`config.mk`:
```
export PLATFORM = sky130hd
export DESIGN_NAME = bank_pair_tracker
export DESIGN_NICKNAME = d
export VERILOG_FILES = /design/src/rtl/bpt_pkg.sv /design/src/rtl/bpt_decode.sv /design/src/rtl/bpt_refresh.sv /design/src/rtl/bpt_bank.sv /design/src/rtl/bank_pair_tracker.sv
export SDC_FILE = /design/constraint.sdc
export NUM_CORES = 1
export LEC_CHECK = 0
export ABC_CLOCK_PERIOD_IN_PS = 10150
export CAP_MARGIN = 5
export CELL_PAD_IN_SITES_DETAIL_PLACEMENT = 2
export CELL_PAD_IN_SITES_GLOBAL_PLACEMENT = 2
export CORE_AREA = 10 10 88 98
export CTS_BUF_LIST = sky130_fd_sc_hd__clkbuf_16
export DETAILED_ROUTE_END_ITERATION = 7
export DIE_AREA = 0 0 98 108
export HOLD_SLACK_MARGIN = 0.1
export PLACE_DENSITY = 0.89
export SYNTH_ARGS = -nofsm -noshare
export SYNTH_HDL_FRONTEND = slang
export SYNTH_SLANG_ARGS = --single-unit
```
`constraint.sdc`:
```
create_clock -name clk -period 10.15 [get_ports clk]
set_clock_uncertainty 0.1 [all_clocks]
set_input_delay 2.5375 -clock clk [delete_from_list [all_inputs] [get_ports clk]]
set_output_delay 2.5375 -clock clk [all_outputs]
set_load 0.01 [all_outputs]
```
`src/rtl/bpt_pkg.sv`:
```
package bpt_pkg;
    localparam int NBANK = 4;
    localparam int NPAIR = 2;
    localparam int RCW   = 5;

    typedef enum logic [1:0] {
        BS_IDLE   = 2'd0,
        BS_ACTIVE = 2'd1,
        BS_PRECH  = 2'd2,
        BS_REFR   = 2'd3
    } bank_state_t;

    typedef enum logic [2:0] {
        OP_NOP   = 3'd0,
        OP_ACT   = 3'd1,
        OP_READ  = 3'd2,
        OP_WRITE = 3'd3,
        OP_PRE   = 3'd4,
        OP_PALL  = 3'd5,
        OP_MPRE  = 3'd6,
        OP_BGREF = 3'd7
    } cmd_op_t;

    typedef struct packed {
        logic [NBANK-1:0] act;
        logic [NBANK-1:0] pre;
        logic [NPAIR-1:0] ref_start;
        logic [NPAIR-1:0] ref_exit;
        logic [RCW-1:0]   count;
        logic             err;
    } bank_req_t;

    function automatic int pair_of(input int bank);
        return bank / 2;
    endfunction
endpackage

```
`src/rtl/bpt_decode.sv`:
```
module bpt_decode
    import bpt_pkg::*;
(
    input  cmd_op_t                 op,
    input  logic [1:0]              bank,
    input  logic [10:0]             addr,
    input  logic                    sa,
    input  bank_state_t [NBANK-1:0] st,
    input  logic [NPAIR-1:0]        busy,
    output bank_req_t               req
);
    logic tgt_pair;
    logic any_refr;
    logic pair_refr;
    logic pair_idle;

    assign tgt_pair = bank[1];

    always_comb begin
        any_refr  = 1'b0;
        pair_refr = 1'b0;
        pair_idle = 1'b1;
        for (int b = 0; b < NBANK; b++) begin
            if (st[b] == BS_REFR) any_refr = 1'b1;
            if (pair_of(b) == int'(tgt_pair)) begin
                if (st[b] == BS_REFR) pair_refr = 1'b1;
                if (st[b] != BS_IDLE) pair_idle = 1'b0;
            end
        end
    end

    always_comb begin
        req = '0;
        unique case (op)
            OP_NOP: ;
            OP_ACT: begin
                if (st[bank] == BS_IDLE) req.act[bank] = 1'b1;
                else                     req.err = 1'b1;
            end
            OP_READ, OP_WRITE: begin
                if (st[bank] != BS_ACTIVE) req.err = 1'b1;
            end
            OP_PRE: begin
                if (st[bank] == BS_REFR)        req.err = 1'b1;
                else if (st[bank] == BS_ACTIVE) req.pre[bank] = 1'b1;
            end
            OP_PALL: begin
                if (any_refr) req.err = 1'b1;
                else
                    for (int b = 0; b < NBANK; b++)
                        req.pre[b] = (st[b] == BS_ACTIVE);
            end
            OP_MPRE: begin
                if (!sa || pair_refr) req.err = 1'b1;
                else
                    for (int b = 0; b < NBANK; b++)
                        req.pre[b] = (pair_of(b) == int'(tgt_pair)) && (st[b] == BS_ACTIVE);
            end
            OP_BGREF: begin
                if (!sa) req.err = 1'b1;
                else if (addr[10]) begin
                    if (busy[tgt_pair]) req.ref_exit[tgt_pair] = 1'b1;
                    else                req.err = 1'b1;
                end else if (addr[RCW-1:0] == '0 || busy[~tgt_pair] || !pair_idle) begin
                    req.err = 1'b1;
                end else begin
                    req.ref_start[tgt_pair] = 1'b1;
                    req.count               = addr[RCW-1:0];
                end
            end
            default: ;
        endcase
    end
endmodule

```
`src/rtl/bpt_refresh.sv`:
```
module bpt_refresh
    import bpt_pkg::*;
#(
    parameter int TREFC = 3
) (
    input  logic           clk,
    input  logic           rst,
    input  logic           start,
    input  logic           stop,
    input  logic [RCW-1:0] count,
    output logic           busy,
    output logic           done
);
    localparam int MAXCYC = ((1 << RCW) - 1) * TREFC;
    localparam int CW     = $clog2(MAXCYC + 1);

    logic [CW-1:0] remain;

    assign done = busy && (remain == '0);

    always_ff @(posedge clk) begin
        if (rst) begin
            busy   <= 1'b0;
            remain <= '0;
        end else if (start) begin
            busy   <= 1'b1;
            remain <= CW'(count) * CW'(TREFC) - CW'(1);
        end else if (stop) begin
            remain <= CW'(TREFC - 1);
        end else if (done) begin
            busy   <= 1'b0;
        end else if (busy) begin
            remain <= remain - CW'(1);
        end
    end

    assert_done_ends_R5: assert property (@(posedge clk) disable iff (rst)
        done && !start && !stop |=> !busy);
    assert_stop_needs_busy_R8: assert property (@(posedge clk) disable iff (rst)
        stop |-> busy);
endmodule

```
`src/rtl/bpt_bank.sv`:
```
module bpt_bank
    import bpt_pkg::*;
#(
    parameter int TRP = 2
) (
    input  logic        clk,
    input  logic        rst,
    input  logic        act,
    input  logic        pre,
    input  logic        ref_start,
    input  logic        ref_done,
    output bank_state_t state
);
    localparam int PW = (TRP > 1) ? $clog2(TRP) : 1;

    logic [PW-1:0] wait_cnt;

    always_ff @(posedge clk) begin
        if (rst) begin
            state    <= BS_IDLE;
            wait_cnt <= '0;
        end else if (ref_start) begin
            state <= BS_REFR;
        end else if (ref_done && state == BS_REFR) begin
            state <= BS_IDLE;
        end else if (act) begin
            state <= BS_ACTIVE;
        end else if (pre) begin
            state    <= BS_PRECH;
            wait_cnt <= PW'(TRP - 1);
        end else if (state == BS_PRECH) begin
            if (wait_cnt == '0) state <= BS_IDLE;
            else                wait_cnt <= wait_cnt - PW'(1);
        end
    end

    assert_refr_from_idle_R6: assert property (@(posedge clk) disable iff (rst)
        ref_start |-> state == BS_IDLE);
    assert_prech_no_reopen_R3: assert property (@(posedge clk) disable iff (rst)
        state == BS_PRECH |=> state == BS_PRECH || state == BS_IDLE);
endmodule

```
`src/rtl/bank_pair_tracker.sv`:
```
module bank_pair_tracker
    import bpt_pkg::*;
#(
    parameter int TRP   = 2,
    parameter int TREFC = 3
) (
    input  logic        clk,
    input  logic        rst,
    input  logic [2:0]  cmd_op,
    input  logic [1:0]  cmd_bank,
    input  logic [10:0] cmd_addr,
    input  logic        cmd_sa,
    output logic [7:0]  bank_state,
    output logic [3:0]  access_ok,
    output logic        err
);
    bank_state_t [NBANK-1:0] st;
    logic [NPAIR-1:0]        busy;
    logic [NPAIR-1:0]        done;
    bank_req_t               req;

    bpt_decode u_dec (
        .op   (cmd_op_t'(cmd_op)),
        .bank (cmd_bank),
        .addr (cmd_addr),
        .sa   (cmd_sa),
        .st   (st),
        .busy (busy),
        .req  (req)
    );

    for (genvar p = 0; p < NPAIR; p++) begin : g_pair
        bpt_refresh #(.TREFC(TREFC)) u_ref (
            .clk   (clk),
            .rst   (rst),
            .start (req.ref_start[p]),
            .stop  (req.ref_exit[p]),
            .count (req.count),
            .busy  (busy[p]),
            .done  (done[p])
        );

        assert_pair_lock_R5: assert property (@(posedge clk) disable iff (rst)
            (st[2*p] == BS_REFR) == busy[p] && (st[2*p+1] == BS_REFR) == busy[p]);
    end

    for (genvar b = 0; b < NBANK; b++) begin : g_bank
        bpt_bank #(.TRP(TRP)) u_bank (
            .clk       (clk),
            .rst       (rst),
            .act       (req.act[b]),
            .pre       (req.pre[b]),
            .ref_start (req.ref_start[b/2]),
            .ref_done  (done[b/2]),
            .state     (st[b])
        );
        assign bank_state[2*b +: 2] = st[b];
        assign access_ok[b]         = (st[b] == BS_ACTIVE);
    end

    always_ff @(posedge clk) begin
        if (rst) err <= 1'b0;
        else     err <= req.err;
    end

    assert_one_pair_R7: assert property (@(posedge clk) disable iff (rst)
        !(busy[0] && busy[1]));
    assert_quiet_nop_R12: assert property (@(posedge clk) disable iff (rst)
        cmd_op == 3'd0 |=> !err);
    assert_sa_gate_R10: assert property (@(posedge clk) disable iff (rst)
        cmd_op == 3'd7 && !cmd_sa |=> err);
endmodule

```
==> results.toml <==
[critical_path]
worstPathCellList = "clkdlybuf4s50_1 -> nand4_1 -> or2_0 -> a21oi_2 -> and2_1 -> inv_1 -> ha_1 -> inv_1 -> ha_1 -> nand2_1 -> a211oi_1 -> mux2i_1 -> nand3_1 -> a211oi_1"
worst-path-max-fanout = 8
critPathKind = "input pin to flip-flop"
cpMaxStageDelayCell = "clkdlybuf4s50_1"
cp.arrival_ns = 6.49
slowest_delay_ns = 0.65
end_kind = "flip-flop"
required_ns = 10.22
start_kind = "input pin"

[grt]
grt_pass1_wl_microns = 12900
antenna_found_initial = 0
grt_max_degree = 29
grt_use_total_pct = 14.6
grt-ovfl-total = 0
grt_pass1_vias = 2517

[placement]
port_buffers = 26
place_inst = 388
placed_cell_area_sq_mm = 0.00252
post-place-ws_ns = 3.56
hpwl_microns = 5690
gp_congestion = 0.773

[clock_network]
cts_made_buffers = 5
cts_tree = "yes"
cts_hold_buf = 0
cts_resized = 0
post-cts-setup-buffer-count = 0
cts_buffer_depth = 2
cts_max_level = 2
cts_sinks = 29
clockRootBuffer = "clkbuf_16"
clock_latency_ns = 0.27
clkSlewWorstSetupHoldPaths_ns = 0.05

[floorplan]
start_util_pct = 32.6
fp.dieH_microns = 108
core_sq_mm = 0.00677
top_level_ports = 32
rows = 32
chipWidth_microns = 98
dieArea_sq_mm = 0.0106

[synthesis]
synthCells = 287
synthFlopType = "dfxtp_1"
synth_edf_count = 0
async_flop_share_pct = 0
ys_seq_area_share_pct = 26.3
synth_area_sq_mm = 0.00221
synth_seq_cells = 29
syn_avg_cell_area_sq_um = 7.69
ys_types = 60
yosysWarningCount = 0
syn-num-nets = 316

[drt]
drc = 0
num_vias = 2268
viasPerCell = 5.74
firstDrtPassIters = 4
drt.antenna.violating_nets = 0
routed_wl_microns = 7660
drt_iter0_drc = 69
routedWlPerCell_microns = 19.4

[flow_run]
max_cap_violations = 0

[outcome]
status = "finished clean"

[timing]
setup_slack_ns = 3.73
timing.final.crit_share_pct = 63.2
setup_tns_ns = 0
fmax_mhz = 156
tightestPinTransition_ns = 0.718
relSlewSlack_pct = 52.0
rsz0062_at_grt = "no"
setup_viol = 0
finalHoldViolCount = 0
finalCriticalPeriod_ns = 6.42
drv_slew = 0

[pwr]
power.density_mw_per_mm2 = 112
ir_drop_mv = 0.0538
leakagePower_uw = 0.000936

[cells_and_area]
drive_above_1_share_pct = 6.77
layout.nets = 339
layout.cells.non_filler = 395
area_growth_pct = 20.3
diodes = 0
final_area_sq_mm = 0.00265

[worst_hold_path]
hold_class = "flip-flop to flip-flop"
[routing by layer]
layer,wire (microns),track usage (%)
met5,0,0
met4,134,5.51
met3,247,2.87
met2,4030,27.4
met1,3250,15.8
[Yosys cell counts (3+ instances only)]
master	n	share of area [%]
a211oi_1	4	1.4
nand2_1	26	4.4
nor2b_1	7	2.0
xnor2_1	6	2.4
nor3_1	10	2.3
o22ai_1	5	1.4
nand2b_1	8	2.3
nand4_1	3	0.85
nand3_1	11	2.5
o211ai_1	4	1.4
buf_2	5	1.1
nor3b_1	3	1.0
nor2_1	23	3.9
clkbuf_1	4	0.68
ha_1	9	5.1
a31oi_1	7	2.0
a21oi_1	24	5.4
and3_1	7	2.0
xor2_1	5	2.0
o21ai_0	13	2.9
a22oi_1	5	1.7
o32ai_1	4	1.6
dfxtp_1	29	26
inv_1	21	3.6
[critical path: cells and delay by family]
kind	cells	cell delay, ns
compound gates	3	0.98
mux	1	0.27
simple gates	5	1.25
buf+inv	3	0.78
fa+ha+maj	2	0.67
[worst paths after layout]
| check | startpoint | end | slack [ns] | depth (start not counted) |
|---|---|---|---|---|
| worst max-delay path | cmd_op[2] | g_pair[0].u_ref.remain[5]$_SDFFE_PP0P_ | 3.73 | 14 |
| worst min-delay path | g_bank[0].u_bank.wait_cnt$_SDFFE_PP0P_ | g_bank[0].u_bank.wait_cnt$_SDFFE_PP0P_ | 0.38 | 2 |
| worst max register to register | g_bank[2].u_bank.state[0]$_SDFFE_PP0P_ | g_pair[0].u_ref.remain[5]$_SDFFE_PP0P_ | 6.40 | 13 |
| worst min register to register | g_bank[0].u_bank.wait_cnt$_SDFFE_PP0P_ | g_bank[0].u_bank.wait_cnt$_SDFFE_PP0P_ | 0.38 | 2 |
[stage by stage]
| step | power [uW] | hold slack, ns | utilization, % |
|---|---|---|---|
| floorplan | 145 | 0.350 | - |
| global placement | 162 | 0.364 | 37.3 |
| detailed placement | 164 | 0.377 | 37.3 |
| CTS | 302 | 0.385 | 39.2 |
| global route | 310 | 0.406 | 39.2 |
| finish | 298 | 0.383 | 39.2 |
[cells in the final DEF, fill, tap and decap left out, drive strengths merged, types with 6 or more instances in the layout]
cell           Yosys  routed
dfxtp             29      29
nand2             26      26
clkdlybuf4s50      0      26
a21oi             25      25
nor2              24      24
inv               21      22
o21ai             13      13
nand3             11      11
nor3              11      11
ha                 9       9
nand2b             8       8
nor2b              7       7
a31oi              7       7
and3               7       7
xnor2              6       6
[layout make-up]
cell class / count / area [sq um]
flip-flops and latches: 29 / 581
multi-input cells: 226 / 1490
repair buffers: 27 / 268
clock inverters: 2 / 7.51
clock buffers: 5 / 125
fillers: 794 / 4110
inverters: 21 / 78.8
well taps: 85 / 106
[registers in the layout, indices dropped and copies added (netlist names)]
register,count
g_bank.u_bank.wait_cnt,4
g_pair.u_ref.busy,2
g_bank.u_bank.state,8
g_pair.u_ref.remain,14
err,1
[power by group]
group | switching (uW) | internal, uW
Combinational | 24.8 | 18.1
Clock | 48.6 | 87.3
Sequential | 2.97 | 116
[cells by family after synthesis]
family                     share of synthesized area, %
buffers and inverters                              6.24
AOI/OAI and AO/OA                                  24.8
and+or+nand+nor                                    28.1
adders and majority gates                          6.01
DFF                                                26.3
xor gates and xnor gates                           4.37
muxes                                              4.14
Power figures use the tool's default switching activity.
